File: src/rtl/i2c_chan_sel_pkg.sv
package i2c_chan_sel_pkg;

    localparam int CTRL_W = 8;
    localparam int MAX_CH = 8;

    typedef logic [CTRL_W-1:0] ctrl_t;

    typedef struct packed {
        ctrl_t ctrl;
        ctrl_t rd_data;
        logic  rd_valid;
    } sel_state_t;

    // Position of the mux gate bit: bit 2 up to four channels, bit 3 above.
    function automatic int gate_bit_pos(input int nch);
        return (nch > 4) ? 3 : 2;
    endfunction

endpackage

File: src/rtl/i2c_chan_sel_reg.sv
module i2c_chan_sel_reg
    import i2c_chan_sel_pkg::*;
(
    input  logic  clk,
    input  logic  rst_n,
    input  logic  ext_rst_i,
    input  logic  wr_stb_i,
    input  ctrl_t wr_data_i,
    input  logic  rd_stb_i,
    output ctrl_t ctrl_o,
    output ctrl_t rd_data_o,
    output logic  rd_valid_o
);

    sel_state_t state_d, state_q;

    always_comb begin
        state_d = state_q;
        // Reads sample the value held before this edge.
        state_d.rd_valid = rd_stb_i;
        if (rd_stb_i) begin
            state_d.rd_data = state_q.ctrl;
        end
        // The reset line takes priority over a write in the same cycle.
        if (ext_rst_i) begin
            state_d.ctrl = '0;
        end else if (wr_stb_i) begin
            state_d.ctrl = wr_data_i;
        end
    end

    always_ff @(posedge clk or negedge rst_n) begin
        if (!rst_n) begin
            state_q <= '0;
        end else begin
            state_q <= state_d;
        end
    end

    assign ctrl_o     = state_q.ctrl;
    assign rd_data_o  = state_q.rd_data;
    assign rd_valid_o = state_q.rd_valid;

endmodule

File: src/rtl/i2c_chan_sel_dec.sv
module i2c_chan_sel_dec
    import i2c_chan_sel_pkg::*;
#(
    parameter int NUM_CH    = 8,
    parameter bit IS_SWITCH = 1'b0
) (
    input  ctrl_t             ctrl_i,
    output logic [NUM_CH-1:0] ch_en_o
);

    generate
        if (IS_SWITCH) begin : g_switch
            for (genvar n = 0; n < NUM_CH; n++) begin : g_lane
                assign ch_en_o[n] = ctrl_i[n];
            end
            if (NUM_CH < CTRL_W) begin : g_spare
                logic unused_hi;
                assign unused_hi = ^ctrl_i[CTRL_W-1:NUM_CH];
            end
        end else begin : g_mux
            localparam int GATE  = gate_bit_pos(NUM_CH);
            localparam int IDX_W = GATE;
            logic             gate;
            logic [IDX_W-1:0] idx;
            logic             unused_hi;
            assign gate      = ctrl_i[GATE];
            assign idx       = ctrl_i[IDX_W-1:0];
            assign unused_hi = ^ctrl_i[CTRL_W-1:GATE+1];
            // An index at or above NUM_CH matches no lane and connects nothing.
            for (genvar n = 0; n < NUM_CH; n++) begin : g_lane
                assign ch_en_o[n] = gate && (idx == IDX_W'(n));
            end
        end
    endgenerate

endmodule

File: src/rtl/i2c_chan_sel.sv
module i2c_chan_sel
    import i2c_chan_sel_pkg::*;
#(
    parameter int NUM_CH    = 8,
    parameter bit IS_SWITCH = 1'b0
) (
    input  logic              clk,
    input  logic              rst_n,
    input  logic              ext_rst_i,
    input  logic              wr_stb_i,
    input  logic [7:0]        wr_data_i,
    input  logic              rd_stb_i,
    output logic [7:0]        rd_data_o,
    output logic              rd_valid_o,
    output logic [NUM_CH-1:0] ch_en_o
);

    ctrl_t ctrl_q;

    i2c_chan_sel_reg u_reg (
        .clk        (clk),
        .rst_n      (rst_n),
        .ext_rst_i  (ext_rst_i),
        .wr_stb_i   (wr_stb_i),
        .wr_data_i  (wr_data_i),
        .rd_stb_i   (rd_stb_i),
        .ctrl_o     (ctrl_q),
        .rd_data_o  (rd_data_o),
        .rd_valid_o (rd_valid_o)
    );

    i2c_chan_sel_dec #(
        .NUM_CH    (NUM_CH),
        .IS_SWITCH (IS_SWITCH)
    ) u_dec (
        .ctrl_i  (ctrl_q),
        .ch_en_o (ch_en_o)
    );

endmodule

File: config.mk
export PLATFORM = sky130hd
export DESIGN_NAME = i2c_chan_sel
export DESIGN_NICKNAME = d
export VERILOG_FILES = /design/src/rtl/i2c_chan_sel_pkg.sv /design/src/rtl/i2c_chan_sel_reg.sv /design/src/rtl/i2c_chan_sel_dec.sv /design/src/rtl/i2c_chan_sel.sv
export SDC_FILE = /design/constraint.sdc
export NUM_CORES = 1
export LEC_CHECK = 0
export BUFFER_PORTS_ARGS = -buffer_cell sky130_fd_sc_hd__buf_2
export CAP_MARGIN = 0
export CELL_PAD_IN_SITES_DETAIL_PLACEMENT = 1
export CELL_PAD_IN_SITES_GLOBAL_PLACEMENT = 1
export CORE_AREA = 2 2 50 52
export CTS_BUF_LIST = sky130_fd_sc_hd__clkbuf_8
export CTS_CLUSTER_DIAMETER = 30
export DETAILED_ROUTE_END_ITERATION = 7
export DIE_AREA = 0 0 52 54
export GPL_ROUTABILITY_DRIVEN = 0
export PLACE_DENSITY_LB_ADDON = 0.2
export SKIP_CTS_REPAIR_TIMING = 1
export SLEW_MARGIN = 40
export SYNTH_ARGS = -nofsm -noshare
export SYNTH_HDL_FRONTEND = slang
export SYNTH_SLANG_ARGS = --single-unit
File: constraint.sdc
create_clock -name clk -period 0.8 [get_ports clk]
set_input_delay 0.12 -clock clk [delete_from_list [all_inputs] [get_ports clk]]
set_output_delay 0.12 -clock clk [all_outputs]
set_load 0.005 [all_outputs]
Word level (Yosys, flattened, before mapping)

Cells that the tools add are included.

Eq/ne operators: 7
Muxes and demuxes: 2
Reductions and logical operators: 10

Operators by type and width:

| kind                                          | count |
|---|---|
| 2-to-1 mux 8 bit                              | 2 |
| == test 3 bit, second input constant          | 4 |
| logical AND 1 bit                             | 8 |
| == test 3 x 2 -> 1 bit, second input constant | 2 |
| == test 3 x 1 -> 1 bit, second input constant | 1 |
| logical NOT 3 bit                             | 1 |
| nonzero test 2 bit                            | 1 |

Word-level logic and storage cells: 22
Input bits: 13
Register bits after elaboration: 17

Logic depth before layout (Yosys ltp)

Gate-level depths: netlist of run 1.

Depth in word-level cells: 2
Gate-level depth with buffers: 3

Cells and area by module

A second synthesis of run 1 with hierarchy kept.

Cells, all modules: 52
Area, all modules: 777.0 µm²

Modules (own cells, without submodules):

| module           | sequential area each (µm²) | area an instance (µm²) | cells an instance | instances |
|---|---|---|---|---|
| i2c_chan_sel_reg | 425.4                      | 681.9                  | 44                | 1 |
| i2c_chan_sel_dec | 0.0                        | 95.1                   | 8                 | 1 |

Least setup slack after synthesis of run 1

No wires, ideal clock.

Path type: register to output
From: reg u_reg.state_q, in the netlist u_reg.ctrl_o[1]
To: out ch_en_o[0]
Cell stages (with the launch flop): 3
Arrival time: 0.728 ns
Data required time: 0.680 ns
Path slack: -0.048 ns
Cells stage by stage: dfrtp_1 > nand2b_1 > nor3_1

Cells in the longest elaborated chain, start to end: 2

RTL lines:

| element                | line                   | RTL |
|---|---|---|
| from (decl)            | i2c_chan_sel_reg.sv:15 | `sel_state_t state_d, state_q;` |
| from (signal assigned) | i2c_chan_sel_reg.sv:36 | `state_q <= state_d;` |
| logical NOT 3 bit      | i2c_chan_sel_dec.sv:31 | `assign ch_en_o[n] = gate && (idx == IDX_W'(n));` |
| logical AND 1 bit      | i2c_chan_sel_dec.sv:31 |  |
| to (decl)              | i2c_chan_sel.sv:15     | `output logic [NUM_CH-1:0] ch_en_o` |

No other way between the ends.

Worst setup path after layout of run 1

From: reg u_reg.state_q, in the netlist u_reg.ctrl_o[2]
To: out ch_en_o[3]

Cells in the longest elaborated chain, start to end: 2

RTL lines:

| element                | line |
|---|---|
| == test 3 x 2 -> 1 bit | i2c_chan_sel_dec.sv:31 |
| logical AND 1 bit      | i2c_chan_sel_dec.sv:31 |

No other way between the ends.

==> run_results.csv, run 1 <==
group,metric,value,unit
global_route,track_usage,12.16,%
floorplanning,row_count,18,
finish,final_core_util,45.09,%
hold_path,hp-class,"in -> reg",
floorplanning,die_height,54,um
setup_path,r2r_cells,4,
setup_path,slowest_stage,"dfrtp_2",
setup_path,crit_path_cell_trace,"nand2b_4 > nor2_2 > buf_2",
timing,hold_slack,0.1114,ns
finish,drive_above_1_share,61.29,%
run_status,status,"complete, but fails checks",
floorplanning,initial_core_util,31.93,%
setup_path,criticalPathCategory,"reg -> out",
cts,cts_tree,"yes",
detailed_routing,avgViaCountPerCell,4.268,
cts,cts_root_buf,"clkbuf_8",
floorplanning,die-area,2808,sq um
finish,area_growth,41.22,%
pwr,p_leak,0.0005628,uW
cts,clockBufferDepth,2,
setup_path,rr_endpoint,"u_reg.ctrl_o[2]$_DFFE_PN0P_",
run,max-cap-violations,0,
cts,clock_latency,0.25,ns
setup_path,path_max_fanout,7,
detailed_routing,drc,0,
global_route,grt_max_degree,18,
timing,worstMarginPinSlew,0.3719,ns
timing,min_period,1.227,ns
yosys,ys_types,9,
yosys,synthTopCellsByArea,"dfrtp_1 (57%), mux2_4 (16%), mux2i_1 (11%)",
global_route,grt_use_met3,2.222,%
place,numPortBuffers,29,
setup_path,crit_start,"u_reg.ctrl_o[2]$_DFFE_PN0P_",
yosys,yosysSeqAreaShare,57.43,%
global_route,grt_pass1_vias,531,
timing,hold_viol,0,
detailed_routing,num_vias,525,
floorplanning,fp.coreArea,2320,sq um
place,dp_hpwl,1.090,mm
finish,design_area,1046,sq um
yosys,yosysTopAreaCell,"dfrtp_1",
run_status,violations,"setup timing",
timing,rsz0062_at_grt,"true",
yosys,syn_area,740.7,sq um
global_route,globalRouteMet2Util,18.14,%
setup_path,arrival,1.11,ns
setup_path,endpoint_kind,"output port",
cts,cts_buffers,3,
timing,fin_crit_sh,153.3,%
floorplanning,io_pins,30,
place,dpl_cell_area,917.1,sq um
timing,timing.final.ws_setup,-0.4267,ns
cts,cts.sinks,17,
detailed_routing,routedWlPerCell,12.69,um
pwr,powerDensity,1797,nW/um^2
timing,max_freq,0.8152,GHz
detailed_routing,routed_wl,1.561,mm
timing,skew,0.0002856,ns
timing,setup_violations,22,
hold_path,hold_depth,3,
setup_path,ff2ff_setup_slack,-0.20,ns
yosys,synth_top_cell_area_share,57.43,%
yosys,synth-seq-cells,17,
finish,n_antenna_cell,0,
finish,layout.nets,107,
detailed_routing,firstDrtPassIters,4,
yosys,synthCells,57,
setup_path,slowest_delay,0.47,ns
setup_path,cp.required,0.68,ns
pwr,ir_drop,0.001258,V
cts,cts_htree_levels,1,
detailed_routing,ant_nets,0,
global_route,grt_use_met1,17.71,%
yosys,syn_nets,70,
timing,slew_headroom,75.21,%
global_route,antenna_found_initial,0,
timing,slew_violations,0,
place,post-place-ws,-0.1607,ns
setup_path,cp-start-kind,"flop",
global_route,top_usage_layer,"met2",
floorplanning,dieWidth,52,um
global_route,overflow,0,
yosys,ys_warn_count,0,
global_route,grt_first_pass_wirelength,2.497,mm
setup_path,cp-endpoint,"ch_en_o[3]",
detailed_routing,drt_iter0_drc,1,
cts,clk_pin_slew,0.07,ns
setup_path,reg2reg_from,"u_reg.ctrl_o[2]$_DFFE_PN0P_",
yosys,syn_avg_cell_area,12.99,sq um
## worst max-delay path, delay by kind of cell (launching register included)
family / cells / cell delay (ns)
buf+inv: 1 / 0.12
flops: 1 / 0.47
simple gates: 2 / 0.27
## kinds of logic (layout without fill, tap and decap cells)
logic type / after synthesis / in the layout / synth area share [%]
buffers and inverters: 3 / 39 / 3.547
DFF: 17 / 17 / 57.43
and+or+nand+nor: 21 / 21 / 11.99
muxes: 16 / 16 / 27.03
## synth_stat cells (all sizes together)
cell / count
nor2: 14
nand2b: 3
mux2: 8
mux2i: 8
nand2: 2
nor3: 2
dfrtp: 17
buf: 3
## cells in the final DEF (no fill, tap or decap), types with 2 or more instances in the layout
master	count
buf_2	29
dfrtp_1	14
nor2_1	11
mux2_4	8
mux2i_1	8
buf_4	4
nand2b_4	3
clkbuf_8	3
dfrtp_2	3
nand2_1	2
nor2_2	2
nor3_2	2
## through the flow
step,TNS [ns],total power (uW),std cells
after floorplan,-0.02512,1113,57
after global placement,-1.323,1212,114
after detailed placement,-1.452,1218,114
after CTS,-4.230,1874,118
after global routing,-5.355,1985,123
final,-4.347,1880,123
## where the power goes
group	total, uW	switching [uW]	internal, uW
logic	271	111	160
registers	966	45.6	920
clock network	643	293	350
## layout make-up
cell class / instances / area (sq um)
clock buffers: 3 / 41.29
clock inverters: 1 / 7.507
fillers: 265 / 1274
multi-input cells: 37 / 334.1
flip-flops and latches: 17 / 429.2
well taps: 30 / 37.54
repair buffers: 35 / 196.4
## registers in the layout, indices dropped and copies added (netlist names)
signal and count:
u_reg.rd_valid_o 1, u_reg.ctrl_o 8, u_reg.rd_data_o 8
## layer usage
metal | vias to the layer above | share of wire, %
met5 | - | 0
met1 | 251 | 47
met4 | 0 | 0
li1 | 260 | -
met3 | 0 | 5.1
met2 | 14 | 48
## how the worst min path moves through the flow
stage	start	endpoint	slack (ns)
final	wr_data_i[7]	u_reg.ctrl_o[7]$_DFFE_PN0P_	0.11
after global routing	wr_data_i[5]	u_reg.ctrl_o[5]$_DFFE_PN0P_	0.13
after CTS	rst_n	u_reg.rd_valid_o$_DFF_PN0_	-0.21
after detailed placement	rst_n	u_reg.rd_valid_o$_DFF_PN0_	0.07
after global placement	rst_n	u_reg.rd_data_o[3]$_DFFE_PN0P_	0.06
after floorplan	rst_n	u_reg.ctrl_o[0]$_DFFE_PN0P_	-0.18
Note: power is estimated with default switching activity, not from simulation.
==> inputs of run 2 (changes only) <==
--- a/config.mk
+++ b/config.mk
@@ -16,6 +16,7 @@
 export DIE_AREA = 0 0 52 54
 export GPL_ROUTABILITY_DRIVEN = 0
 export PLACE_DENSITY_LB_ADDON = 0.2
+export RECOVER_POWER = 25
 export SKIP_CTS_REPAIR_TIMING = 1
 export SLEW_MARGIN = 40
 export SYNTH_ARGS = -nofsm -noshare
==> constraint.sdc (replaced) <==
create_clock -name clk -period 0.8 [get_ports clk]
set_input_delay 0.08 -clock clk [delete_from_list [all_inputs] [get_ports clk]]
set_output_delay 0.08 -clock clk [all_outputs]
set_load 0.005 [all_outputs]
==> run 2 against run 1 <==
Net effect: the flow still finishes with violations (setup timing); routed wire length is 2.4% lower; clock skew is 0.00095 ns higher; critical path depth stayed put; final cell count is 0.81% higher; via count is 2.5% higher; combinational power is 3% higher; largest cell class unchanged; largest power group unchanged; highest routed layer unchanged.
==> run_results.csv, run 2 (synthesis gave the netlist of run 1 again) <==
group,metric,value,unit
timing,fin_crit_sh,145.4,%
setup_path,reg2reg_from,"u_reg.ctrl_o[0]$_DFFE_PN0P_",
finish,drive_above_1_share,61.70,%
setup_path,cp.required,0.72,ns
hold_path,min_from,"wr_data_i[7]",
run_status,status,"complete, but fails checks",
timing,rsz0062_at_grt,"true",
finish,layout_common_cells,"buf_2 (27), dfrtp_1 (14), nor2_1 (11)",
finish,layout_commonest_cell,"buf_2",
detailed_routing,avgViaCountPerCell,4.339,
floorplanning,io_pins,30,
timing,slew_headroom,55.02,%
setup_path,endpoint_kind,"output port",
global_route,grt_max_degree,18,
cts,cts.sinks,17,
detailed_routing,drt_iter0_drc,0,
place,dpl_cell_area,924.6,sq um
run_status,violations,"setup timing",
timing,hold_slack,0.07427,ns
setup_path,r2r_cells,4,
timing,timing.final.ws_setup,-0.3633,ns
setup_path,cp-start-kind,"flop",
cts,cts_buffers,3,
setup_path,path_max_fanout,7,
detailed_routing,ant_nets,0,
hold_path,hold_depth,3,
timing,max_freq,0.8596,GHz
floorplanning,die-area,2808,sq um
setup_path,ff2ff_setup_slack,-0.21,ns
cts,clockBufferDepth,2,
setup_path,criticalPathCategory,"reg -> out",
cts,cts_htree_levels,1,
floorplanning,fp.coreArea,2320,sq um
setup_path,rr_endpoint,"u_reg.ctrl_o[0]$_DFFE_PN0P_",
detailed_routing,firstDrtPassIters,1,
place,dp_hpwl,1.081,mm
global_route,overflow,0,
timing,hold_viol,0,
global_route,grt_first_pass_wirelength,2.449,mm
pwr,powerDensity,1772,nW/um^2
run,max-cap-violations,0,
place,numPortBuffers,29,
detailed_routing,drc,0,
floorplanning,row_count,18,
floorplanning,die_height,54,um
detailed_routing,routed_wl,1.523,mm
pwr,finalPower,1872,uW
timing,worstMarginPinSlew,0.6747,ns
cts,cts_tree,"yes",
hold_path,hp-class,"in -> reg",
detailed_routing,num_vias,538,
global_route,antenna_found_initial,0,
timing,setup_violations,25,
pwr,p_leak,0.0005699,uW
cts,cts_root_buf,"clkbuf_8",
global_route,track_usage,12.10,%
detailed_routing,routedWlPerCell,12.28,um
timing,slew_violations,0,
timing,skew,0.001234,ns
finish,layout.nets,108,
finish,area_growth,42.57,%
finish,design_area,1056,sq um
floorplanning,initial_core_util,31.93,%
cts,clock_latency,0.25,ns
cts,clk_pin_slew,0.06,ns
hold_path,whs_endpoint,"u_reg.ctrl_o[7]$_DFFE_PN0P_",
finish,n_antenna_cell,0,
floorplanning,dieWidth,52,um
timing,min_period,1.163,ns
setup_path,arrival,1.08,ns
global_route,grt_pass1_vias,532,
pwr,ir_drop,0.001485,V
==> run 2: changes by cell type in the layout (fill, tap and decap cells not counted), moves of 2 or more <==
cell,delta
buf_2,-2
nand2_1,-2
buf_6,+3
buf_4,-2
nand2_2,+2
==> run 2: per-layer routing <==
layer / vias up / routed length, um / global-route usage (%) / part of all wire, %
li1: 261 / - / - / -
met1: 265 / 669 / 13.89 / 44
met2: 12 / 778 / 21.10 / 51
met3: 0 / 75 / 5.833 / 4.9
met4: 0 / 0 / 1.316 / 0
met5: - / 0 / 0 / 0
==> run 2: layout make-up <==
class / instances / area, sq um
clock inverter: 1 / 5.005
clock buffer: 3 / 41.29
sequential: 17 / 429.2
multi-input combinational: 37 / 329.1
tap: 30 / 37.54
fill: 259 / 1264
timing repair buffer: 36 / 214.0
==> run 2: power breakdown <==
part | switching [uW] | leakage (uW) | internal (uW)
sequential | 48.8 | 0.000220 | 920
combinational | 110 | 0.000325 | 168
clock | 279 | 0.0000255 | 345
total | 438 | 0.000570 | 1430
==> run 2: worst max-delay path by stage <==
| stage | end | cells after the start | startpoint | slack (ns) |
|---|---|---|---|---|
| floorplan | u_reg.rd_data_o[2]$_DFFE_PN0P_ | 1 | u_reg.ctrl_o[2]$_DFFE_PN0P_ | 0.006 |
| finish | ch_en_o[4] | 3 | u_reg.ctrl_o[0]$_DFFE_PN0P_ | -0.36 |
| detailed placement | ch_en_o[6] | 3 | u_reg.ctrl_o[0]$_DFFE_PN0P_ | -0.13 |
| global placement | ch_en_o[6] | 3 | u_reg.ctrl_o[0]$_DFFE_PN0P_ | -0.12 |
| CTS | ch_en_o[6] | 3 | u_reg.ctrl_o[0]$_DFFE_PN0P_ | -0.41 |
| global route | ch_en_o[0] | 3 | u_reg.ctrl_o[1]$_DFFE_PN0P_ | -0.42 |
==> run 2: metrics by stage <==
step	instances	setup WS (ns)	util [%]	setup TNS, ns
floorplan	57	0.005554	-	0
global placement	116	-0.1166	39.86	-0.9103
detailed placement	116	-0.1301	39.86	-1.124
CTS	120	-0.4061	41.86	-3.717
global route	124	-0.4208	45.52	-4.694
finish	124	-0.3633	45.52	-3.611
==> run 2: worst max-delay path, stage by stage, from the launching register on <==
cell	delay, ns
dfrtp_2	0.48
nand2b_4	0.17
nor2_1	0.07
buf_2	0.11
